## config.mk

```make
export PLATFORM = sky130hd
export DESIGN_NAME = div_mmio
export DESIGN_NICKNAME = d
export VERILOG_FILES = /design/src/rtl/div_pkg.sv /design/src/rtl/div_regs.sv /design/src/rtl/div_core.sv /design/src/rtl/div_mmio.sv
export SDC_FILE = /design/constraint.sdc
export NUM_CORES = 1
export LEC_CHECK = 0
export ABC_AREA = 1
export CORE_ASPECT_RATIO = 0.9
export CORE_MARGIN = 10
export CORE_UTILIZATION = 24
export CTS_CLUSTER_SIZE = 8
export DETAILED_ROUTE_END_ITERATION = 8
export MAX_ROUTING_LAYER = met4
export PLACE_DENSITY_LB_ADDON = 0.08
export SLEW_MARGIN = 20
export SYNTH_ARGS = -nofsm -noshare
export SYNTH_HDL_FRONTEND = slang
export SYNTH_SLANG_ARGS = --single-unit
```

## constraint.sdc

```tcl
create_clock -name clk -period 9.7 [get_ports clk]
set_input_delay 0.97 -clock clk [delete_from_list [all_inputs] [get_ports clk]]
set_output_delay 0.97 -clock clk [all_outputs]
set_load 0.01 [all_outputs]
```

## src/rtl/div_pkg.sv

```systemverilog
// Package div_pkg: shared register indices and status bit positions.
// Assumes one access per cycle and word-granular register indexing.
package div_pkg;

    typedef enum logic [2:0] {
        RI_UDVD = 3'd0,
        RI_UDVS = 3'd1,
        RI_QUOT = 3'd2,
        RI_REM  = 3'd3,
        RI_SDVD = 3'd4,
        RI_SDVS = 3'd5,
        RI_STAT = 3'd6,
        RI_RSVD = 3'd7
    } reg_idx_e;

    localparam int STAT_READY_BIT = 0;
    localparam int STAT_DIRTY_BIT = 1;

endpackage

```

## src/rtl/div_regs.sv

```systemverilog
// Module div_regs: decodes bus accesses, holds the operand registers and
// the DIRTY flag, and hands the next-operand values to the datapath.
// Assumes the bus never issues a write and a quotient read in the same cycle.
module div_regs
    import div_pkg::*;
#(
    parameter int W = 32
) (
    input  logic         clk,
    input  logic         rst_n,
    input  logic         bus_wr,
    input  logic         bus_rd,
    input  reg_idx_e     idx,
    input  logic [W-1:0] wdata,
    output logic [W-1:0] dvd_q,
    output logic [W-1:0] dvs_q,
    output logic [W-1:0] nxt_dvd,
    output logic [W-1:0] nxt_dvs,
    output logic         nxt_signed,
    output logic         start,
    output logic         load_quot,
    output logic         load_rem,
    output logic         dirty_q
);

    logic wr_dvd, wr_dvs, rd_quot;

    // Decode the write and read strobes for each register.
    always_comb begin
        wr_dvd     = bus_wr && (idx == RI_UDVD || idx == RI_SDVD);
        wr_dvs     = bus_wr && (idx == RI_UDVS || idx == RI_SDVS);
        start      = wr_dvd || wr_dvs;
        nxt_signed = (idx == RI_SDVD) || (idx == RI_SDVS);
        load_quot  = bus_wr && (idx == RI_QUOT);
        load_rem   = bus_wr && (idx == RI_REM);
        rd_quot    = bus_rd && (idx == RI_QUOT);
        nxt_dvd    = wr_dvd ? wdata : dvd_q;
        nxt_dvs    = wr_dvs ? wdata : dvs_q;
    end

    // Store the operands; an operand write sets DIRTY, a quotient read clears it.
    always_ff @(posedge clk) begin
        if (!rst_n) begin
            dvd_q   <= '0;
            dvs_q   <= '0;
            dirty_q <= 1'b0;
        end else begin
            dvd_q <= nxt_dvd;
            dvs_q <= nxt_dvs;
            if (start)        dirty_q <= 1'b1;
            else if (rd_quot) dirty_q <= 1'b0;
        end
    end

    p_dirty_set_r4: assert property (@(posedge clk) disable iff (!rst_n)
        start |=> dirty_q);
    p_dirty_clear_r5: assert property (@(posedge clk) disable iff (!rst_n)
        (rd_quot && !start) |=> !dirty_q);
    p_load_keeps_dirty_r7: assert property (@(posedge clk) disable iff (!rst_n)
        (load_quot || load_rem) |=> $stable(dirty_q));

endmodule

```

## src/rtl/div_core.sv

```systemverilog
// Module div_core: restoring divider that retires W/CYCLES quotient bits
// per clock. While it runs, quot_q and rem_q hold the partial magnitudes;
// the signs are applied on the last step. Assumes W is a multiple of CYCLES.
module div_core #(
    parameter int W      = 32,
    parameter int CYCLES = 8
) (
    input  logic         clk,
    input  logic         rst_n,
    input  logic         start,
    input  logic [W-1:0] nxt_dvd,
    input  logic [W-1:0] nxt_dvs,
    input  logic         nxt_signed,
    input  logic         load_quot,
    input  logic         load_rem,
    input  logic [W-1:0] load_data,
    output logic [W-1:0] quot_q,
    output logic [W-1:0] rem_q,
    output logic         ready_q
);

    localparam int STEP  = W / CYCLES;
    localparam int CNT_W = $clog2(CYCLES + 1);

    logic [CNT_W-1:0] cnt_q;
    logic [W-1:0]     dvs_mag_q;
    logic             neg_quot_q, neg_rem_q;
    logic [W-1:0]     acc_c [STEP+1];
    logic [W-1:0]     qs_c  [STEP+1];

    // Absolute value of an operand when the division is signed.
    function automatic logic [W-1:0] mag_of(input logic [W-1:0] v, input logic s);
        return (s && v[W-1]) ? (~v + 1'b1) : v;
    endfunction

    assign acc_c[0] = rem_q;
    assign qs_c[0]  = quot_q;

    for (genvar i = 0; i < STEP; i++) begin : g_step
        logic [W:0]   trial;
        logic [W-1:0] diff;
        logic         take;
        // One restoring step: shift in the next dividend bit, subtract if it fits.
        always_comb begin
            trial        = {acc_c[i], qs_c[i][W-1]};
            take         = trial >= {1'b0, dvs_mag_q};
            diff         = trial[W-1:0] - dvs_mag_q;
            acc_c[i+1]   = take ? diff : trial[W-1:0];
            qs_c[i+1]    = {qs_c[i][W-2:0], take};
        end
    end

    // Sequence the calculation: start, direct loads, steps, and the sign fix.
    always_ff @(posedge clk) begin
        if (!rst_n) begin
            cnt_q      <= '0;
            quot_q     <= '0;
            rem_q      <= '0;
            dvs_mag_q  <= '0;
            neg_quot_q <= 1'b0;
            neg_rem_q  <= 1'b0;
            ready_q    <= 1'b1;
        end else if (start) begin
            cnt_q      <= CNT_W'(CYCLES);
            quot_q     <= mag_of(nxt_dvd, nxt_signed);
            rem_q      <= '0;
            dvs_mag_q  <= mag_of(nxt_dvs, nxt_signed);
            neg_quot_q <= nxt_signed && (nxt_dvd[W-1] ^ nxt_dvs[W-1]);
            neg_rem_q  <= nxt_signed && nxt_dvd[W-1];
            ready_q    <= 1'b0;
        end else if (load_quot || load_rem) begin
            cnt_q   <= '0;
            ready_q <= 1'b1;
            if (load_quot) quot_q <= load_data;
            if (load_rem)  rem_q  <= load_data;
        end else if (cnt_q != '0) begin
            cnt_q <= cnt_q - 1'b1;
            if (cnt_q == CNT_W'(1)) begin
                quot_q  <= neg_quot_q ? (~qs_c[STEP] + 1'b1) : qs_c[STEP];
                rem_q   <= neg_rem_q  ? (~acc_c[STEP] + 1'b1) : acc_c[STEP];
                ready_q <= 1'b1;
            end else begin
                quot_q <= qs_c[STEP];
                rem_q  <= acc_c[STEP];
            end
        end
    end

    p_start_clears_ready_r4: assert property (@(posedge clk) disable iff (!rst_n)
        start |=> !ready_q);
    p_last_step_ready_r3: assert property (@(posedge clk) disable iff (!rst_n)
        (cnt_q == CNT_W'(1) && !start) |=> ready_q);
    p_quot_load_r7: assert property (@(posedge clk) disable iff (!rst_n)
        (load_quot && !start) |=> (ready_q && quot_q == $past(load_data)));
    p_result_hold_r3: assert property (@(posedge clk) disable iff (!rst_n)
        (ready_q && !start && !load_quot && !load_rem) |=> ($stable(quot_q) && $stable(rem_q)));

endmodule

```

## src/rtl/div_mmio.sv

```systemverilog
// Module div_mmio: top of the register-mapped divider. It joins the
// register/decode block to the datapath and forms the read data from the
// register index in the same cycle. Assumes single-cycle accesses.
module div_mmio
    import div_pkg::*;
#(
    parameter int W      = 32,
    parameter int CYCLES = 8
) (
    input  logic         clk,
    input  logic         rst_n,
    input  logic         bus_wr,
    input  logic         bus_rd,
    input  logic [2:0]   bus_idx,
    input  logic [W-1:0] bus_wdata,
    output logic [W-1:0] bus_rdata
);

    reg_idx_e     idx;
    logic [W-1:0] dvd_q, dvs_q, nxt_dvd, nxt_dvs, quot_q, rem_q;
    logic         nxt_signed, start, load_quot, load_rem, dirty_q, ready_q;
    logic [W-1:0] status_w;

    assign idx = reg_idx_e'(bus_idx);

    div_regs #(.W(W)) u_regs (
        .clk(clk), .rst_n(rst_n), .bus_wr(bus_wr), .bus_rd(bus_rd),
        .idx(idx), .wdata(bus_wdata), .dvd_q(dvd_q), .dvs_q(dvs_q),
        .nxt_dvd(nxt_dvd), .nxt_dvs(nxt_dvs), .nxt_signed(nxt_signed),
        .start(start), .load_quot(load_quot), .load_rem(load_rem),
        .dirty_q(dirty_q)
    );

    div_core #(.W(W), .CYCLES(CYCLES)) u_core (
        .clk(clk), .rst_n(rst_n), .start(start), .nxt_dvd(nxt_dvd),
        .nxt_dvs(nxt_dvs), .nxt_signed(nxt_signed), .load_quot(load_quot),
        .load_rem(load_rem), .load_data(bus_wdata), .quot_q(quot_q),
        .rem_q(rem_q), .ready_q(ready_q)
    );

    // Assemble the status word from the two flags.
    always_comb begin
        status_w                 = '0;
        status_w[STAT_READY_BIT] = ready_q;
        status_w[STAT_DIRTY_BIT] = dirty_q;
    end

    // Select read data from the register index.
    always_comb begin
        case (idx)
            RI_UDVD, RI_SDVD: bus_rdata = dvd_q;
            RI_UDVS, RI_SDVS: bus_rdata = dvs_q;
            RI_QUOT:          bus_rdata = quot_q;
            RI_REM:           bus_rdata = rem_q;
            RI_STAT:          bus_rdata = status_w;
            default:          bus_rdata = '0;
        endcase
    end

    p_status_write_ignored_r8: assert property (@(posedge clk) disable iff (!rst_n)
        (bus_wr && idx == RI_STAT && !bus_rd) |=> $stable(dirty_q));

endmodule

```

==> flow_summary.ini <==
[logic_synthesis]
netlist_area_sq_um = 19400
syn_inst = 3285
synth_top_area_share_pct = 17.7
ys_seq_elements = 168
synth_flop_cell = dfxtp_1
synth_top_cell_by_area = nand2_1
synth_most_common_cell = nand2_1
synth_area_leaders = nand2_1 18%, dfxtp_1 17%, ha_1 8.7%
syn-mean-instance-area_sq_um = 5.91
syn-num-nets = 3463
synth_cell_type_count = 63
async_reset_ff_share_pct = 0
synthTopCellsByCount = 915 x nand2_1, 348 x inv_1, 308 x nor2_1
synth-edff-count = 0
ys_warn_count = 0
ys_seq_area_share_pct = 17.3

[timing]
fmax_mhz = 104
skew_ns = 0.0240
worst_pin_slew_ns = 1.15
final.setup.tns_ns = 0
fin_crit_sh_pct = 98.8
hold_viol = 0
setup_viol = 0
hold_ws_ns = 0.470
finalMaxSlewViolations = 0
rsz0062_at_grt = yes
timing.max_slew.rel_slack_pct = 23.6
period_needed_ns = 9.59

[setup_path]
path_max_fanout = 5
worstPathRequired_ns = 10.05
cp.arrival_ns = 9.93
cp_slowest_cell = fa_2
crit_path_start_kind = register
max_stage_delay_ns = 0.37
crit_top_cell = nand2_2
worstSetupPathType = register to register
end_kind = register

[layout]
nNetsFinal = 4370
area_growth_pct = 61.9
drive_above_1_share_pct = 35.7
regArea_sq_um = 3370
multi_input_area_sq_um = 16700
n_fill_cell = 8725

[detailed_routing]
vias = 25400
ant_nets = 0
avgViaCountPerCell = 4.83
drc = 0
avgRoutedWirePerCell_microns = 21.2
drt_pass1_iterations = 6
wirelength_microns = 112000
drt_iter0_markers = 1986

[global_route]
first_global_vias = 24600
grt_use_total_pct = 23.5
grt_max_degree = 72
gr-total-overflow = 0
antenna_found_initial = 7
grt_first_pass_wirelength_microns = 161000

[die]
initial_core_util_pct = 24.3
die_w_microns = 320
die_h_microns = 290
io_pins = 71
dieArea_sq_um = 92700
fp-row-count = 98
core-area_sq_um = 79800

[cts]
cts_root_buf = clkbuf_16
ctsLongestPathBuffers = 2
cts_tree = built
holdBufCountCts = 0
htree_levels = 4
clkLatencyLatePin_ns = 0.46
clock_sinks = 168
clk_pin_slew_ns = 0.08
numCtsBuffers = 17

[placement]
dp_hpwl_microns = 89200
port_buffers = 70
gp_congestion = 0.919

[run]
maxCapViolCount = 0

[hold_path]
worst_hold_path_type = register to register

[status]
run_status = finished, final reports clean
-- cell type report --
cell class | count | share of cell area, %
repair buffers | 996 | 25.7
inverters | 363 | 4.42
clock buffers | 19 | 1.41
flip-flops and latches | 168 | 10.7
diodes | 4 | 0.0318
well taps | 1050 | 4.18
multi-input cells | 2646 | 53.1
clock inverters | 13 | 0.410
-- path summary, 6_finish.rpt --
path                                        start                 to  slack [ns]  cells after the start
worst max register to register  u_core.quot_q[31]  u_core.quot_q[24]        0.11                     81
worst min-delay path               u_regs.dirty_q     u_regs.dirty_q        0.47                      2
worst max-delay path            u_core.quot_q[31]  u_core.quot_q[24]        0.11                     81
worst min register to register     u_regs.dirty_q     u_regs.dirty_q        0.47                      2
-- timing repair --
action,in CTS,in global routing
pin swaps,35,139
endpoints found under the setup margin,58,61
resized for setup,216,376
gates cloned,6,4
setup buffers,50,45
-- registers in the layout, indices dropped and copies added, names as in the netlist --
register	flops
u_core.quot_q	32
u_regs.dvs_q	32
u_regs.dvd_q	32
u_core.rem_q	32
u_core.neg_quot_q	1
u_core.dvs_mag_q	32
u_core.neg_rem_q	1
u_core.ready_q	1
u_core.cnt_q	4
u_regs.dirty_q	1
-- critical path, delay by kind of cell, from the launching register on --
family,cells,cell delay [ns]
compound gates,9,1.00
xor+xnor,1,0.16
fa+ha+maj,6,1.44
buf+inv,18,1.68
flops,1,0.33
simple gates,47,4.85
-- layer usage --
metal	part of all wire (%)	up-vias	global-route usage (%)
met4	2.3	0	6.23
met1	47	11900	31.1
met5	0	-	-
met3	6.3	91	4.91
met2	45	632	35.9
li1	-	12700	-
-- stage by stage --
| step | setup WS, ns | utilization [%] | instance area [sq um] | cells |
|---|---|---|---|---|
| 2_1_floorplan | 0.180 | - | 19400 | 3285 |
| 3_3_place_gp | -1.29 | 34.2 | 27300 | 5124 |
| 3_5_place_dp | -1.14 | 34.2 | 27300 | 5124 |
| 4_1_cts | -0.0225 | 36.8 | 29400 | 5212 |
| 5_1_grt | -0.529 | 39.4 | 31400 | 5256 |
| 6_report | 0.114 | 39.4 | 31400 | 5259 |
-- cell families (layout without fill, tap and decap cells) --
kind of cell / after synthesis / in the layout / synth area share [%]
flip-flops: 168 / 168 / 17.3
buffers and inverters: 471 / 1391 / 9.63
multiplexers: 5 / 5 / 0.258
other: 0 / 4 / 0
XOR/XNOR: 141 / 141 / 6.36
AND/OR/NAND/NOR: 1583 / 1583 / 34.9
AO/OA/AOI/OAI: 778 / 778 / 22.4
adder cells (fa/ha/maj): 139 / 139 / 9.11
-- cells in the final DEF, fill, tap and decap left out, types with 42 or more instances in the layout --
master	count
buf_4	882
nand2_1	811
inv_1	326
nor2_1	263
o21ai_0	248
a21oi_1	197
dfxtp_1	163
nand3_1	117
nand2_2	103
xor2_1	76
clkdlybuf4s50_1	70
ha_4	69
ha_1	61
xnor2_1	57
a21oi_2	57
o21ai_1	50
nor3_1	45
nor2_2	42
o21ai_2	42
Power is left out: the tool's default activity adds up to more than one toggle a clock period on the data nets, which glitch-free logic cannot reach.
